### src/rtl/uart_irq_pkg.sv
package uart_irq_pkg;

    typedef enum logic [3:0] {
        ID_MODEM  = 4'b0000,
        ID_NONE   = 4'b0001,
        ID_TXEMPTY = 4'b0010,
        ID_RXDATA = 4'b0100,
        ID_RXERR  = 4'b0110,
        ID_RXIDLE = 4'b1100
    } irq_id_e;

    typedef enum logic {
        ST_CLEAR   = 1'b0,
        ST_PENDING = 1'b1
    } pend_state_e;

    localparam int EVT_RXERR  = 0;
    localparam int EVT_RXIDLE = 1;
    localparam int EVT_MODEM  = 2;
    localparam int NUM_EVT    = 3;
    localparam int IDENT_W    = 8;

endpackage

### src/rtl/uart_irq_evt_latch.sv
module uart_irq_evt_latch
    import uart_irq_pkg::*;
(
    input  logic clk,
    input  logic rst_n,
    input  logic set_evt,
    input  logic ack_rd,
    output logic pending
);

    pend_state_e state_q, state_d;

    always_ff @(posedge clk or negedge rst_n) begin
        if (!rst_n) state_q <= ST_CLEAR;
        else        state_q <= state_d;
    end

    always_comb begin
        state_d = state_q;
        unique case (state_q)
            ST_CLEAR:   if (set_evt) state_d = ST_PENDING;
            ST_PENDING: if (ack_rd && !set_evt) state_d = ST_CLEAR;
            default:    state_d = ST_CLEAR;
        endcase
    end

    always_comb pending = (state_q == ST_PENDING);

    // a new event wins over the acknowledging read
    p_event_sets_r13: assert property (@(posedge clk) disable iff (!rst_n)
        set_evt |=> pending);
    // the acknowledging read clears the held cause
    p_read_clears_r5: assert property (@(posedge clk) disable iff (!rst_n)
        (ack_rd && !set_evt) |=> !pending);

endmodule

### src/rtl/uart_irq_tx_fsm.sv
module uart_irq_tx_fsm
    import uart_irq_pkg::*;
(
    input  logic clk,
    input  logic rst_n,
    input  logic tx_empty,
    input  logic enable,
    input  logic wr_hold,
    input  logic rd_ident,
    input  logic shown,
    output logic pending
);

    pend_state_e state_q, state_d;
    logic        empty_q;
    logic        en_q;
    logic        arm;

    always_comb arm = tx_empty && (!empty_q || (enable && !en_q));

    always_ff @(posedge clk or negedge rst_n) begin
        if (!rst_n) begin
            state_q <= ST_CLEAR;
            empty_q <= 1'b1;
            en_q    <= 1'b1;
        end else begin
            state_q <= state_d;
            empty_q <= tx_empty;
            en_q    <= enable;
        end
    end

    always_comb begin
        state_d = state_q;
        unique case (state_q)
            ST_CLEAR: begin
                if (arm && !wr_hold) state_d = ST_PENDING;
            end
            ST_PENDING: begin
                if (wr_hold)                       state_d = ST_CLEAR;
                else if (rd_ident && shown && !arm) state_d = ST_CLEAR;
            end
            default: state_d = ST_CLEAR;
        endcase
    end

    always_comb pending = (state_q == ST_PENDING);

    p_arm_sets_r8: assert property (@(posedge clk) disable iff (!rst_n)
        (arm && !wr_hold) |=> pending);
    p_write_clears_r10: assert property (@(posedge clk) disable iff (!rst_n)
        wr_hold |=> !pending);
    p_ident_read_clears_r9: assert property (@(posedge clk) disable iff (!rst_n)
        (rd_ident && shown && !arm) |=> !pending);

endmodule

### src/rtl/uart_irq_arbiter.sv
module uart_irq_arbiter
    import uart_irq_pkg::*;
(
    input  logic    en_err,
    input  logic    en_rx,
    input  logic    en_tx,
    input  logic    en_modem,
    input  logic    err_p,
    input  logic    data_lvl,
    input  logic    idle_p,
    input  logic    tx_p,
    input  logic    modem_p,
    output irq_id_e code,
    output logic    tx_shown
);

    always_comb begin
        if (en_err && err_p)          code = ID_RXERR;
        else if (en_rx && data_lvl)   code = ID_RXDATA;
        else if (en_rx && idle_p)     code = ID_RXIDLE;
        else if (en_tx && tx_p)       code = ID_TXEMPTY;
        else if (en_modem && modem_p) code = ID_MODEM;
        else                          code = ID_NONE;
    end

    always_comb tx_shown = (code == ID_TXEMPTY);

endmodule

### src/rtl/uart_irq_ident.sv
module uart_irq_ident
    import uart_irq_pkg::*;
(
    input  logic                clk,
    input  logic                rst_n,
    input  logic                ie_rx_status,
    input  logic                ie_rx_data,
    input  logic                ie_tx_empty,
    input  logic                ie_modem,
    input  logic                rx_err_evt,
    input  logic                rx_ready,
    input  logic                rx_idle_evt,
    input  logic                tx_empty,
    input  logic                modem_evt,
    input  logic                rd_ident,
    input  logic                rd_line,
    input  logic                rd_rxbuf,
    input  logic                rd_modem,
    input  logic                wr_txhold,
    input  logic                fifo_on,
    input  logic                fifo_deep,
    output logic [IDENT_W-1:0]  ident,
    output logic                irq
);

    logic [NUM_EVT-1:0] evt_set;
    logic [NUM_EVT-1:0] evt_ack;
    logic [NUM_EVT-1:0] evt_pend;
    logic               tx_pend;
    logic               tx_shown;
    irq_id_e            code;

    always_comb begin
        evt_set[EVT_RXERR]  = rx_err_evt;
        evt_set[EVT_RXIDLE] = rx_idle_evt;
        evt_set[EVT_MODEM]  = modem_evt;
        evt_ack[EVT_RXERR]  = rd_line;
        evt_ack[EVT_RXIDLE] = rd_rxbuf;
        evt_ack[EVT_MODEM]  = rd_modem;
    end

    for (genvar g = 0; g < NUM_EVT; g++) begin : g_evt
        uart_irq_evt_latch u_latch (
            .clk     (clk),
            .rst_n   (rst_n),
            .set_evt (evt_set[g]),
            .ack_rd  (evt_ack[g]),
            .pending (evt_pend[g])
        );
    end

    uart_irq_tx_fsm u_tx (
        .clk      (clk),
        .rst_n    (rst_n),
        .tx_empty (tx_empty),
        .enable   (ie_tx_empty),
        .wr_hold  (wr_txhold),
        .rd_ident (rd_ident),
        .shown    (tx_shown),
        .pending  (tx_pend)
    );

    uart_irq_arbiter u_arb (
        .en_err   (ie_rx_status),
        .en_rx    (ie_rx_data),
        .en_tx    (ie_tx_empty),
        .en_modem (ie_modem),
        .err_p    (evt_pend[EVT_RXERR]),
        .data_lvl (rx_ready),
        .idle_p   (evt_pend[EVT_RXIDLE]),
        .tx_p     (tx_pend),
        .modem_p  (evt_pend[EVT_MODEM]),
        .code     (code),
        .tx_shown (tx_shown)
    );

    always_comb begin
        ident = {fifo_on, fifo_on, fifo_on & fifo_deep, 1'b0, code};
        irq   = ~code[0];
    end

    p_err_wins_r2: assert property (@(posedge clk) disable iff (!rst_n)
        (ie_rx_status && evt_pend[EVT_RXERR]) |-> (ident[3:0] == 4'b0110));
    p_irq_tracks_r12: assert property (@(posedge clk) disable iff (!rst_n)
        irq == ((ie_rx_status && evt_pend[EVT_RXERR]) || (ie_rx_data && (rx_ready || evt_pend[EVT_RXIDLE]))
                || (ie_tx_empty && tx_pend) || (ie_modem && evt_pend[EVT_MODEM])));
    p_no_mode_bits_r11: assert property (@(posedge clk) disable iff (!rst_n)
        !fifo_on |-> (ident[7:4] == 4'b0000));

endmodule

### config.mk
export PLATFORM = sky130hd
export DESIGN_NAME = uart_irq_ident
export DESIGN_NICKNAME = d
export VERILOG_FILES = /design/src/rtl/uart_irq_pkg.sv /design/src/rtl/uart_irq_evt_latch.sv /design/src/rtl/uart_irq_tx_fsm.sv /design/src/rtl/uart_irq_arbiter.sv /design/src/rtl/uart_irq_ident.sv
export SDC_FILE = /design/constraint.sdc
export NUM_CORES = 1
export LEC_CHECK = 0
export CORE_AREA = 2 2 39 41
export DETAILED_ROUTE_END_ITERATION = 10
export DIE_AREA = 0 0 41 43
export PLACE_DENSITY_LB_ADDON = 0.08
export SETUP_SLACK_MARGIN = 0.5
export SYNTH_ARGS = -nofsm -noshare
export SYNTH_HDL_FRONTEND = slang
export SYNTH_HIERARCHICAL = 1
export SYNTH_SLANG_ARGS = --single-unit
### constraint.sdc
create_clock -name clk -period 2.3 [get_ports clk]
set_input_delay 0.575 -clock clk [delete_from_list [all_inputs] [get_ports clk]]
set_output_delay 0.575 -clock clk [all_outputs]
set_load 0.01 [all_outputs]
# Word level (Yosys, flattened, before mapping)

Index checks and enable logic that the tools add are counted.

Equal/unequal tests: 1
Reductions and logical operators: 21
Bitwise logic cells: 6
Muxes and demuxes: 18

Operators with widths:

| operator                                                         | count |
|---|---|
| 4-bit two-way mux                                                | 4 |
| 1-bit logical AND                                                | 13 |
| 1-bit two-way mux                                                | 10 |
| 1-bit one-hot mux with 2 select lines                            | 4 |
| 1-bit logical NOT                                                | 7 |
| 1-bit inverter                                                   | 5 |
| 4-bit by 2-bit == test with 1-bit output (second input constant) | 1 |
| 1-bit AND                                                        | 1 |
| 1-bit logical OR                                                 | 1 |

Flip-flop bits (word level): 6
Output and inout port bits: 9
Logic and storage cells: 52

# Longest topological paths before layout

Depth in word-level cells: 12
Depth in mapped cells: 5
Depth with buffers taken out: 5

# Cells and area by module

The synthesis kept the hierarchy.

By module, submodules not included:

| module             | area an instance (um^2) | instances | cells an instance | sequential area each (um^2) |
|---|---|---|---|---|
| uart_irq_evt_latch | 36.3                    | 3         | 3                 | 25.0 |
| uart_irq_tx_fsm    | 105.1                   | 1         | 9                 | 77.6 |
| uart_irq_arbiter   | 58.8                    | 1         | 10                | 0.0 |
| uart_irq_ident     | 36.3                    | 1         | 6                 | 0.0 |

# Worst setup path before layout

OpenSTA, ideal clock, no wires.

Path type: in2out
Start: input rx_ready
End: output irq
Arrival: 1268 ps
Stages on the path: 3
Setup slack: 457 ps
Cell sequence: o21a_1 nor3_1 inv_1

Word-level cells in the longest chain between the ends: 4

Ends and longest elaborated chain:

| item               | RTL line               | text |
|---|---|---|
| start: declaration | uart_irq_ident.sv:11   | `input logic rx_ready,` |
| 1-bit logical AND  | uart_irq_arbiter.sv:19 | `else if (en_rx && data_lvl) code = ID_RXDATA;` |
| 4-bit two-way mux  | uart_irq_arbiter.sv:19 |  |
| 4-bit two-way mux  | uart_irq_arbiter.sv:18 | `if (en_err && err_p) code = ID_RXERR;` |
| via ident[0]       | uart_irq_ident.sv:22   | `output logic [IDENT_W-1:0] ident,` |
| 1-bit inverter     | uart_irq_ident.sv:79   | `irq = ~code[0];` |
| end: declaration   | uart_irq_ident.sv:23   | `output logic irq` |

The timed path passes the listed nets, and every way through them passes these cells.

# Final worst setup path

Start: input ie_modem
End: output irq

Word-level cells in the longest chain between the ends: 7

Ends and longest elaborated chain:

| item               | RTL line               | text |
|---|---|---|
| start: declaration | uart_irq_ident.sv:9    | `input logic ie_modem,` |
| 1-bit logical AND  | uart_irq_arbiter.sv:22 | `else if (en_modem && modem_p) code = ID_MODEM;` |
| 1-bit two-way mux  | uart_irq_arbiter.sv:22 |  |
| 4-bit two-way mux  | uart_irq_arbiter.sv:21 | `else if (en_tx && tx_p) code = ID_TXEMPTY;` |
| 4-bit two-way mux  | uart_irq_arbiter.sv:20 | `else if (en_rx && idle_p) code = ID_RXIDLE;` |
| 4-bit two-way mux  | uart_irq_arbiter.sv:19 |  |
| 4-bit two-way mux  | uart_irq_arbiter.sv:18 |  |
| 1-bit inverter     | uart_irq_ident.sv:79   |  |

No other way between the ends.

==> results.ini <==
[die]
ioPinCount=27
initial_core_util_pct=22.33
die_w_microns=41
core_sq_um=1384
die_h_microns=43
num_rows=14
die-area_sq_um=1763

[clock_network]
insertion_delay_ns=0.24
cts.sinks=6
clock-root-buffer=clkbuf_4
holdBufCountCts=0
cts_tree=built
h-tree-depth=1
cts_made_buffers=3
cts_buffer_depth=2
clkTransAtPathRegs_ns=0.05

[timing]
finalSetupViolCount=0
finalCriticalPeriod_ns=1.787
fmax_mhz=559.6
whs_ns=0.4887
grt_setup_unrepaired=true
setup_ws_ns=0.5129
period_share_pct=77.70
finalHoldViolCount=0
slew_violations=0
clock_skew_ns=0.002762
fin_tns_setup_ns=0

[route]
totalWireLength_microns=697
vias=316
drc=0
routedWlPerCell_microns=8.713
firstDrtPassIters=1
vias_per_cell=3.950
ant_nets=0
dr.first_iter.drc_count=0

[placed_design]
gp_congestion=0.5878
dp_cells=73
dp_slack_ns=-0.2505
placed_cell_area_sq_um=569.3
portBuffers=25

[power_and_ir_drop]
leakage_nw=0.2904
p_clk_share_pct=34.8
vdd.ir_drop.worst_v=0.0002603
seqPwrFrac_pct=40.0
power.share.switching_pct=22.79
power_mw=0.2941
power_density_nw_per_um2=497.0
pwr-share-comb_pct=25.2
p_sw_mw=0.06703
p_int_mw=0.2271

[global_routing]
grt_pass1_vias=293
grt_max_degree=7
antenna_found_initial=0
grt_pass1_wl_microns=1159
grt_use_total_pct=9.746
overflow=0

[critical_path]
cp.buffers_inverters=3
crit_start=ie_modem
critical_path.startpoint_type=input pin
r2r_cells=6
cp.required_ns=1.73
cp.depth=5
reg2reg_from=g_evt[1].u_latch/pending$_DFF_PN0_
timing.rr.end=u_tx/pending$_DFF_PN0_
crit_family=buffers and inverters
reg2reg_slack_ns=1.06
worstPathArrival_ns=1.21
path_max_fanout=2
crit_chain=buf_6, a22o_1, nor3_2, inv_1, buf_2
worstSetupEndpoint=irq
cp-end-kind=primary output
critPathSlowestCell=a22o_1
worst-setup-path-type=input pin to primary output
critPathMaxStageDelay_ns=0.21

[layout]
post-route-util_pct=42.77
fin_area_sq_um=591.8
diodes=0
final_common_cell=clkdlybuf4s50_1
layout_common_cells=10 x clkdlybuf4s50_1, 8 x buf_2, 5 x inv_1
fin_nets=83
syn_to_final_growth_pct=91.50
fin_cells=80
layout-drive-gt1-share_pct=39.06

[yosys]
syn_area_sq_um=309.0
ys_seq_elements=6
ys_seq_area_share_pct=49.39
syn_nets=52
synthCells=34
post_synth.cell_area_avg_sq_um=9.090
yosys_warnings=6
synth_cell_type_count=16

[worst_hold_path]
worstHoldPathType=register to register

[outcome]
status=complete, no violations

[job]
drv_cap=0

## cell type report
cell class	instances	area [sq um]
Multi-Input combinational cell	20	130.1
Clock buffer	4	26.28
Tap cell	16	20.02
Fill cell	148	792.0
Timing Repair Buffer	29	244.0
Inverter	5	18.77
Sequential cell	6	152.6
## state kept, by name, indices dropped and copies added (netlist names)
signal / cells
u_tx/en_q: 1
g_evt.u_latch/pending: 3
u_tx/empty_q: 1
u_tx/pending: 1
## synth_stat cells, drive strengths merged
library cell	instances	area share, %
a21o	3	7.3
a21oi	1	1.6
a22o	1	2.8
and2	2	4.0
buf	3	7.3
conb	1	1.2
dfrtp	4	32
dfstp	2	17
inv	5	6.1
nand2	4	4.9
nor2b	1	2.0
nor3	3	4.9
o21a	1	2.4
o21ai	1	1.6
o21bai	1	2.4
or2	1	2.0
## kinds of logic after synthesis
group / count (synthesis) / share of synthesized area [%]
AO/OA/AOI/OAI: 8 / 18.22
buffers and inverters: 8 / 13.36
flip-flops: 6 / 49.39
other: 1 / 1.213
AND/OR/NAND/NOR: 11 / 17.81
## power groups by stage
stage	combinational, mW	clock, mW	sequential [mW]
4_1_cts	0.0739	0.110	0.118
6_report	0.0742	0.102	0.118
3_3_place_gp	0.0786	0	0.119
2_1_floorplan	0.0284	0	0.118
3_5_place_dp	0.0784	0	0.119
5_1_grt	0.0830	0.117	0.118
## per-layer routing
metal / share of wire [%] / track usage (%) / up-vias
li1: - / - / 165
met1: 41 / 11.33 / 137
met2: 47 / 14.37 / 14
met3: 12 / 2.094 / 0
met4: 0 / 8.000 / 0
met5: 0 / 0 / -
## worst min-delay path by stage
stage                                  startpoint                                  to  slack [ns]  cells after the start
5_1_grt        g_evt[0].u_latch/pending$_DFF_PN0_  g_evt[0].u_latch/pending$_DFF_PN0_        0.52                      1
3_3_place_gp   g_evt[0].u_latch/pending$_DFF_PN0_  g_evt[0].u_latch/pending$_DFF_PN0_        0.47                      1
2_1_floorplan                               rst_n  g_evt[0].u_latch/pending$_DFF_PN0_        0.28                      0
4_1_cts        g_evt[0].u_latch/pending$_DFF_PN0_  g_evt[0].u_latch/pending$_DFF_PN0_        0.51                      1
6_report       g_evt[0].u_latch/pending$_DFF_PN0_  g_evt[0].u_latch/pending$_DFF_PN0_        0.49                      1
3_5_place_dp   g_evt[0].u_latch/pending$_DFF_PN0_  g_evt[0].u_latch/pending$_DFF_PN0_        0.47                      1
## timing repair
action | 4_1_cts | 5_1_grt
setup buffers | 3 | 0
pin swaps | 6 | 1
setup endpoints to repair | 8 | 3
resized for setup | 55 | 1
(Power assumes the default switching activity.)
